[src/rtl/agu_pkg.sv]
package agu_pkg;

  typedef enum logic [1:0] {
    MODE_LIN  = 2'b00,
    MODE_CIRC = 2'b01,
    MODE_BREV = 2'b10,
    MODE_HOLD = 2'b11
  } aguMode_e;

  // strobes from control to datapath
  typedef struct packed {
    logic     cfgPtr;
    logic     cfgBase;
    logic     cfgLen;
    logic     stepEn;
    aguMode_e mode;
  } aguStrobes_t;

endpackage

[src/rtl/agu_ctrl.sv]
module agu_ctrl
  import agu_pkg::*;
#(
  parameter int IDX_W = 2
) (
  input  logic             clk,
  input  logic             rstN,
  input  logic             cfgWe,
  input  logic [1:0]       cfgSel,
  input  logic [IDX_W-1:0] cfgIdx,
  input  logic             reqValid,
  input  logic [IDX_W-1:0] reqIdx,
  input  logic [1:0]       reqMode,
  output aguStrobes_t      strb
);

  aguMode_e modeIn;
  logic     ptrClash;

  always_comb begin
    modeIn       = aguMode_e'(reqMode);
    strb.cfgPtr  = cfgWe && (cfgSel == 2'b00);
    strb.cfgBase = cfgWe && (cfgSel == 2'b01);
    strb.cfgLen  = cfgWe && (cfgSel == 2'b10);
    ptrClash     = strb.cfgPtr && (cfgIdx == reqIdx);
    strb.stepEn  = reqValid && (modeIn != MODE_HOLD) && !ptrClash;
    strb.mode    = modeIn;
  end


  cfg_onehot_chk: assert property (@(posedge clk) disable iff (!rstN)
    $onehot0({strb.cfgPtr, strb.cfgBase, strb.cfgLen}));


  cfg_none_chk: assert property (@(posedge clk) disable iff (!rstN)
    (cfgSel == 2'b11) |-> !(strb.cfgPtr || strb.cfgBase || strb.cfgLen));


  hold_no_step_chk: assert property (@(posedge clk) disable iff (!rstN)
    (!reqValid || reqMode == 2'b11) |-> !strb.stepEn);

endmodule

[src/rtl/agu_datapath.sv]
module agu_datapath
  import agu_pkg::*;
#(
  parameter int ADDR_W   = 32,
  parameter int NUM_REGS = 4,
  parameter int IDX_W    = 2
) (
  input  logic              clk,
  input  logic              rstN,
  input  aguStrobes_t       strb,
  input  logic [IDX_W-1:0]  cfgIdx,
  input  logic [ADDR_W-1:0] cfgData,
  input  logic [IDX_W-1:0]  reqIdx,
  input  logic [ADDR_W-1:0] reqStep,
  output logic [ADDR_W-1:0] addrOut
);

  localparam int EXT_W = ADDR_W + 2;

  logic [NUM_REGS-1:0][ADDR_W-1:0] ptrQ;
  logic [NUM_REGS-1:0][ADDR_W-1:0] baseQ;
  logic [NUM_REGS-1:0][ADDR_W-1:0] lenQ;

  logic [ADDR_W-1:0] curPtr, curBase, curLen, brMask;
  logic [ADDR_W-1:0] circNext, brevNext, nextPtr;
  logic signed [EXT_W-1:0] offS, stepS, lenS, sumS, wrapS;
  logic brCarry;

  assign curPtr  = ptrQ[reqIdx];
  assign curBase = baseQ[reqIdx];
  assign curLen  = lenQ[reqIdx];
  assign addrOut = curPtr;
  assign brMask  = curLen - 1'b1;

  // circular window update
  always_comb begin
    offS  = $signed({2'b00, curPtr - curBase});
    stepS = $signed({{2{reqStep[ADDR_W-1]}}, reqStep});
    lenS  = $signed({2'b00, curLen});
    sumS  = offS + stepS;
    if (sumS >= lenS)      wrapS = sumS - lenS;
    else if (sumS < 0)     wrapS = sumS + lenS;
    else                   wrapS = sumS;
    circNext = curBase + wrapS[ADDR_W-1:0];
  end

  // reverse-carry update: carry runs from high masked bit toward bit 0
  always_comb begin
    brevNext = curPtr;
    brCarry  = 1'b0;
    for (int i = ADDR_W - 1; i >= 0; i--) begin
      if (brMask[i]) begin
        brevNext[i] = curPtr[i] ^ reqStep[i] ^ brCarry;
        brCarry     = (curPtr[i] & reqStep[i]) | (brCarry & (curPtr[i] ^ reqStep[i]));
      end
    end
  end

  always_comb begin
    case (strb.mode)
      MODE_LIN:  nextPtr = curPtr + reqStep;
      MODE_CIRC: nextPtr = circNext;
      MODE_BREV: nextPtr = brevNext;
      default:   nextPtr = curPtr;
    endcase
  end

  always_ff @(posedge clk) begin
    if (!rstN) begin
      ptrQ  <= '0;
      baseQ <= '0;
      lenQ  <= '0;
    end else begin
      for (int r = 0; r < NUM_REGS; r++) begin
        if (strb.cfgPtr && cfgIdx == IDX_W'(r))
          ptrQ[r] <= cfgData;
        else if (strb.stepEn && reqIdx == IDX_W'(r))
          ptrQ[r] <= nextPtr;
        if (strb.cfgBase && cfgIdx == IDX_W'(r)) baseQ[r] <= cfgData;
        if (strb.cfgLen  && cfgIdx == IDX_W'(r)) lenQ[r]  <= cfgData;
      end
    end
  end


  circ_window_chk: assert property (@(posedge clk) disable iff (!rstN)
    (strb.stepEn && strb.mode == MODE_CIRC && !strb.cfgBase && !strb.cfgLen
     && (curPtr - curBase) < curLen)
    |=> (ptrQ[$past(reqIdx)] - baseQ[$past(reqIdx)]) < lenQ[$past(reqIdx)]);


  brev_upper_chk: assert property (@(posedge clk) disable iff (!rstN)
    (strb.stepEn && strb.mode == MODE_BREV && !strb.cfgLen)
    |=> (ptrQ[$past(reqIdx)] & ~(lenQ[$past(reqIdx)] - 1'b1))
        == ($past(curPtr) & ~($past(curLen) - 1'b1)));


  hold_stable_chk: assert property (@(posedge clk) disable iff (!rstN)
    (!strb.stepEn && !strb.cfgPtr) |=> $stable(ptrQ));


  cfg_wins_chk: assert property (@(posedge clk) disable iff (!rstN)
    strb.cfgPtr |=> ptrQ[$past(cfgIdx)] == $past(cfgData));

endmodule

[src/rtl/dspAguTop.sv]
module dspAguTop
  import agu_pkg::*;
#(
  parameter int ADDR_W   = 32,
  parameter int NUM_REGS = 4,
  parameter int IDX_W    = $clog2(NUM_REGS)
) (
  input  logic              clk,
  input  logic              rstN,
  input  logic              cfgWe,
  input  logic [1:0]        cfgSel,
  input  logic [IDX_W-1:0]  cfgIdx,
  input  logic [ADDR_W-1:0] cfgData,
  input  logic              reqValid,
  input  logic [IDX_W-1:0]  reqIdx,
  input  logic [1:0]        reqMode,
  input  logic [ADDR_W-1:0] reqStep,
  output logic [ADDR_W-1:0] addrOut
);

  aguStrobes_t strb;

  agu_ctrl #(.IDX_W(IDX_W)) i_ctrl (
    .clk(clk), .rstN(rstN),
    .cfgWe(cfgWe), .cfgSel(cfgSel), .cfgIdx(cfgIdx),
    .reqValid(reqValid), .reqIdx(reqIdx), .reqMode(reqMode),
    .strb(strb)
  );

  agu_datapath #(.ADDR_W(ADDR_W), .NUM_REGS(NUM_REGS), .IDX_W(IDX_W)) i_dp (
    .clk(clk), .rstN(rstN), .strb(strb),
    .cfgIdx(cfgIdx), .cfgData(cfgData),
    .reqIdx(reqIdx), .reqStep(reqStep),
    .addrOut(addrOut)
  );

endmodule

[config.mk]
export PLATFORM = sky130hd
export DESIGN_NAME = dspAguTop
export DESIGN_NICKNAME = d
export VERILOG_FILES = /design/src/rtl/agu_pkg.sv /design/src/rtl/agu_ctrl.sv /design/src/rtl/agu_datapath.sv /design/src/rtl/dspAguTop.sv
export SDC_FILE = /design/constraint.sdc
export NUM_CORES = 2
export LEC_CHECK = 0
export ABC_AREA = 1
export ABC_CLOCK_PERIOD_IN_PS = 21700
export BUFFER_PORTS_ARGS = -buffer_cell sky130_fd_sc_hd__buf_4
export CELL_PAD_IN_SITES_DETAIL_PLACEMENT = 0
export CELL_PAD_IN_SITES_GLOBAL_PLACEMENT = 1
export CORE_UTILIZATION = 41
export DETAILED_ROUTE_END_ITERATION = 10
export PLACE_DENSITY = 0.88
export SLEW_MARGIN = 20
export SYNTH_ARGS = -nofsm -noshare
export SYNTH_HDL_FRONTEND = slang
export SYNTH_HIERARCHICAL = 1
export SYNTH_SLANG_ARGS = --single-unit
[constraint.sdc]
create_clock -name clk -period 21.7 [get_ports clk]
set_input_delay 3.255 -clock clk [delete_from_list [all_inputs] [get_ports clk]]
set_output_delay 3.255 -clock clk [all_outputs]
set_load 0.05 [all_outputs]
======== Word level (Yosys, flattened, before mapping) ========
Index checks and enable logic that the tools add are counted.
word-level totals
  bits in latches ......................... 0
  register bits ........................... 384
  RAM bits ................................ 0
  memory bits (read-only) ................. 0
  memories ................................ 0
  input port bits ......................... 76
operators by class
  eq/ne operators ......................... 12
  add/sub/neg operators ................... 7
  $mul .................................... 0
  reductions and logical operators ........ 31
  bitwise gates (word level) .............. 154
  order comparisons ....................... 3
  mux-type cells .......................... 80
  divide/modulo/power cells ............... 0
  shift operators ......................... 0
operators with widths
  cell                   count
  $mux 32                13
  $bmux 32 s2            3
  $add 32x32->32         3
  $pmux 32 s3            1
  $sub 32x32->32         2
  $mux 1                 63
  $xor 1x1->1            63
  $and 1x1->1            61
  $add 33x32->34         1
  $ge 34x33->1           1
  $lt 34x1->1 const B    1
  $sub 32x1->32 const B  1
  $or 1x1->1             30
  $logic_and 1x1->1      22
  $eq 2x2->1 const B     6
  $eq 2x1->1 const B     4
  $logic_not 2->1        4
  $reduce_bool 2->1      4
  $lt 2x3->1 const B     1
  $eq 2x2->1             1
  $ne 2x2->1 const B     1
  $logic_not 1->1        1

======== Logic depth before layout (Yosys ltp) ========
  depth in word-level cells ............... 99
  depth in mapped cells ................... 112

======== By module ========
The synthesis kept the hierarchy.
by module, submodules not included
  module        cells each  times used  area each (um^2)
  agu_datapath  4,224       1           28,142.0
  agu_ctrl      18          1           87.6

======== Worst setup path before layout ========
No wires, ideal clock.
  path kind ............................... input to register
  start point ............................. input port reqIdx[1]
  end point ............................... register i_dp/ptrQ[32] (netlist name)
  slack ................................... 0.261 ns
  cell stages on the path ................. 109
  data required time ...................... 21.568 ns
  arrival ................................. 21.307 ns
  cells stage by stage .................... buf_4 > inv_2 > buf_2 > buf_4 > nor2_2 > clkbuf_1 > a22oi_1 > and2_1 > inv_1 > ha_1 > nand3_1 > inv_1 > fa_1 > nand3b_1 > nand2_1 > inv_1 > fa_1 > nand2_1 > (+73 left out) > nand2_1 > fa_1 > nand2_1 > nand2_1 > fa_1 > nand2_1 > nand2_1 > fa_1 > nand2_1 > nand2_1 > fa_1 > or2_2 > nand3_1 > nand3_1 > nand2_1 > nand2_2 > nand3_1 > a21oi_1
between the ends
  cells in the longest elaborated chain, start to end .. 99
  elaborated cells on any way between the ends .. 182
  classes of those cells .................. add/sub: 7; order compare: 2; eq/ne: 2; mux: 43; bitwise: 123; reduce/logical: 5
RTL lines
  item                               line                RTL
  start, declared                    dspAguTop.sv:15     input logic [IDX_W-1:0] reqIdx,
  $bmux 32 s2 (*)                    agu_datapath.sv:29  assign curPtr = ptrQ[reqIdx];
  $mux 32 (not written as such) (*)  agu_datapath.sv:29
  net addrOut[31]                    dspAguTop.sv:18     output logic [ADDR_W-1:0] addrOut
  $and 1x1->1                        agu_datapath.sv:54  brCarry = (curPtr[i] & reqStep[i]) | (brCarry & (curPtr[i] ^ reqStep[i]));
  $mux 1                             agu_datapath.sv:52  if (brMask[i]) begin
  $and 1x1->1                        agu_datapath.sv:54
  $or 1x1->1                         agu_datapath.sv:54
  $mux 1                             agu_datapath.sv:52
  (+84 left out)                     --
  $and 1x1->1                        agu_datapath.sv:54
  $or 1x1->1                         agu_datapath.sv:54
  $mux 1                             agu_datapath.sv:52
  $xor 1x1->1                        agu_datapath.sv:53  brevNext[i] = curPtr[i] ^ reqStep[i] ^ brCarry;
  $mux 1                             agu_datapath.sv:52
  $pmux 32 s3 (*)                    agu_datapath.sv:60  case (strb.mode)
  $mux 32 (*)                        agu_datapath.sv:77  else if (strb.stepEn && reqIdx == IDX_W'(r))
  $mux 32 (*)                        agu_datapath.sv:75  if (strb.cfgPtr && cfgIdx == IDX_W'(r))
  end signal, assigned by index      agu_datapath.sv:76  ptrQ[r] <= cfgData;
  end signal, assigned by index      agu_datapath.sv:78  ptrQ[r] <= nextPtr;
  end, declared                      agu_datapath.sv:20  logic [NUM_REGS-1:0][ADDR_W-1:0] ptrQ;
Mark *: on every way through the listed nets, which the timed path passes. The rest lies on a longest branch. The select of a mux whose other input is x is not followed.
A chain may end at the register's enable or synchronous reset.

======== Worst setup path after layout ========
  start point ............................. input port reqIdx[0]
  end point ............................... register i_dp/ptrQ[32] (netlist name)
between the ends
  cells in the longest elaborated chain, start to end .. 99
  elaborated cells on any way between the ends .. 182
  classes of those cells .................. add/sub: 7; order compare: 2; eq/ne: 2; mux: 43; bitwise: 123; reduce/logical: 5
RTL lines
  item                                          line
  $bmux 32 s2, on equally long branches         agu_datapath.sv:31, agu_datapath.sv:29
  $mux 32, on equally long branches             agu_datapath.sv:31, agu_datapath.sv:29
  $sub 32x1->32 or $and 1x1->1 (tied branches)  agu_datapath.sv:33, agu_datapath.sv:54
  $mux 1                                        agu_datapath.sv:52
  $and 1x1->1                                   agu_datapath.sv:54
  $or 1x1->1                                    agu_datapath.sv:54
  $mux 1                                        agu_datapath.sv:52
  $and 1x1->1                                   agu_datapath.sv:54
  (+83 left out)                                --
  $and 1x1->1                                   agu_datapath.sv:54
  $or 1x1->1                                    agu_datapath.sv:54
  $mux 1                                        agu_datapath.sv:52
  $xor 1x1->1                                   agu_datapath.sv:53
  $mux 1                                        agu_datapath.sv:52
  $pmux 32 s3                                   agu_datapath.sv:60
  $mux 32                                       agu_datapath.sv:77
  $mux 32                                       agu_datapath.sv:75
Parallel ways exist; a longest one is shown, timed or not. The select of a mux whose other input is x is not followed.

==> results.ini <==
[timing]
slew_headroom_pct=38.18
holdWs_ps=445.1
fmax_mhz=48.18
worstMarginPinSlew_ps=927.4
setup_viol=0
finalMaxSlewViolations=0
hold_violations=0
skew_ps=20.15
fin_crit_ps=20760
fin_crit_sh_pct=95.65

[logic_synthesis]
synth_edf_count=0
synth.top_cell.area_share_pct=27.23
yosysWarnings=6
yosys.cell_types.count=54
netlist_area_mm2=0.02823
synth.net_count=4545
synth_flop_cell=dfxtp_1
synth-seq-area-share_pct=27.23
synthTopCellsByArea=dfxtp_1, nand2_1, ha_1, o21ai_0, inv_1
avgSynthCellArea_um2=6.655
yosysTopAreaCell=dfxtp_1
synth.most_common_cell=nand2_1
synthTopCellsByCount=nand2_1, inv_1, o21ai_0, a21oi_1, dfxtp_1
postSynthCellCount=4242
synthArstFlopShare_pct=0
ys_seq_elements=384

[die]
core_area_mm2=0.06763
dieHeight_um=264.4
fp.dieW_um=264.4
die-area_mm2=0.06990
initial_core_util_pct=41.74
io_pins=108
rows=95

[place]
hpwl_um=70620
numPlacedInstances=5140
portBuffers=107
place_area_mm2=0.03050
place_congestion=0.9635

[flow_run]
max-cap-violations=0

[power]
leakagePower_uw=0.01412
power.share.switching_pct=51.41
switching_power_uw=2371
comb_power_share_pct=69.8
power_density_mw_per_mm2=144.2
pwr-share-seq_pct=16.4
ir_drop_mv=0.1217
intPower_uw=2241
power_frac_clock_pct=13.9

[status]
status=completed

[route]
wl_per_cell_um=18.10
antenna_left=0
drc_errors=0
drt-initial-drc-count=2673
wl_um=94400
drtPass1Iterations=6
via_per_inst=5.405
via_count=28190

[worst_setup_path]
crit_buf_inv=7
worst_setup_path_start_kind=primary input
critPathMaxFanout=6
worstPathArrival_ps=21160
crit_slowest_cell=fa_2
worstSetupPathType=in2reg
end_kind=flop
required_ps=22100
cp_common_cell=nand2_1
crit_family=adder cells
critPathMaxStageDelay_ps=400

[finish]
syn_to_final_growth_pct=13.33
stdcell_count=5216
drive_above_1_share_pct=11.28
stdcell_area_mm2=0.03199
postLayoutCoreUtil_pct=47.30
antenna_cells=0
fin_nets=4621

[clock_network]
cts_tree=yes
clockBufferDepth=3
clock-root-buffer=clkbuf_16
clk_latency_ps=550
cts.sinks=384
tritoncts.num_buffers=37
clk_pin_slew_worst_paths_ps=60
h-tree-depth=2

[global_routing]
grt_pass1_vias=26090
antenna_found_initial=1
grt_max_degree=110
grt_pass1_wl_um=146200
track_usage_pct=26.35
grt_overflow_total=0

[min_path]
hold_class=reg2reg

==> metrics by stage <==
step / setup slack, ps / TNS, ps / power [uW]
after floorplan: 261.2 / 0 / 3168
after global placement: -417.4 / -3070 / 3891
after detailed placement: -713.1 / -5890 / 3906
after CTS: 14.14 / 0 / 4565
after global routing: -72.34 / -390.1 / 5062
final: 944.2 / 0 / 4612
==> cell families (layout without fill, tap and decap cells) <==
| group | Yosys count | count (layout) | share of synthesized area [%] |
|---|---|---|---|
| and+or+nand+nor | 1502 | 1502 | 22.22 |
| AOI/OAI and AO/OA | 1185 | 1185 | 24.03 |
| buffers and inverters | 793 | 894 | 10.78 |
| DFF | 384 | 384 | 27.23 |
| adders and majority gates | 227 | 227 | 11.02 |
| xor gates and xnor gates | 150 | 150 | 4.680 |
| muxes | 1 | 1 | 0.03546 |
==> power groups by stage <==
stage               Combinational, uW  Sequential (uW)  Clock, uW
floorplan                        2400              765          0
global placement                 3120              769          0
detailed placement               3140              770          0
CTS                              3160              754        650
global route                     3630              758        673
finish                           3220              755        640
==> final timing paths <==
kind,from,endpoint,slack [ps],cells past startpoint
worst max-delay path,reqIdx[0],i_dp/ptrQ[32],940,113
worst min-delay path,i_dp/lenQ[123],i_dp/lenQ[123],450,2
worst max register to register,i_dp/lenQ[64],i_dp/ptrQ[32],3740,110
worst min register to register,i_dp/lenQ[123],i_dp/lenQ[123],450,2
==> worst reg2reg max path: cells and delay by family (launching register included) <==
family	cells	cell delay, ps
simple gates	70	6050
compound gates	2	240
flops	1	310
buf+inv	8	770
fa+ha+maj	30	10430
==> placed cells by master (no fill, tap or decap), types with 38 or more instances in the layout <==
cell type and instances:
nand2_1 850, clkbuf_16 39, nor2_1 272, a31oi_1 132
dfxtp_1 384, a22oi_1 76, buf_4 270, inv_1 541
nand3_1 209, xor2_1 128, ha_1 191, a21oi_1 398
o21ai_0 408, nor2_2 38
==> repair_timing <==
| action | in CTS | in global routing |
|---|---|---|
| setup endpoints to repair | 8 | 16 |
| gates cloned | 0 | 2 |
| resized for setup | 6 | 58 |
| pin swaps | 2 | 20 |
| buffers inserted | 0 | 10 |
| hold buffers | 0 | 0 |
==> registers in the layout, indices dropped and copies added (netlist names) <==
name        cells
i_dp/baseQ    128
i_dp/lenQ     128
i_dp/ptrQ     128
==> layer usage <==
| layer | vias to the layer above | share of wire, % | global-route usage [%] |
|---|---|---|---|
| li1 | 14250 | - | - |
| met3 | 141 | 8.0 | 5.295 |
| met4 | 2 | 2.5 | 7.480 |
| met2 | 865 | 42 | 39.96 |
| met5 | - | 0.018 | 0 |
| met1 | 12930 | 47 | 37.56 |
==> layout make-up <==
class	count	area, um2
clock buffers	52	1072
clock inverters	12	98.84
fillers	6943	35640
inverters	547	2057
multi-input cells	3065	17730
flip-flops and latches	384	7687
well taps	873	1092
repair buffers	283	2257
Power figures use the tool's default switching activity.
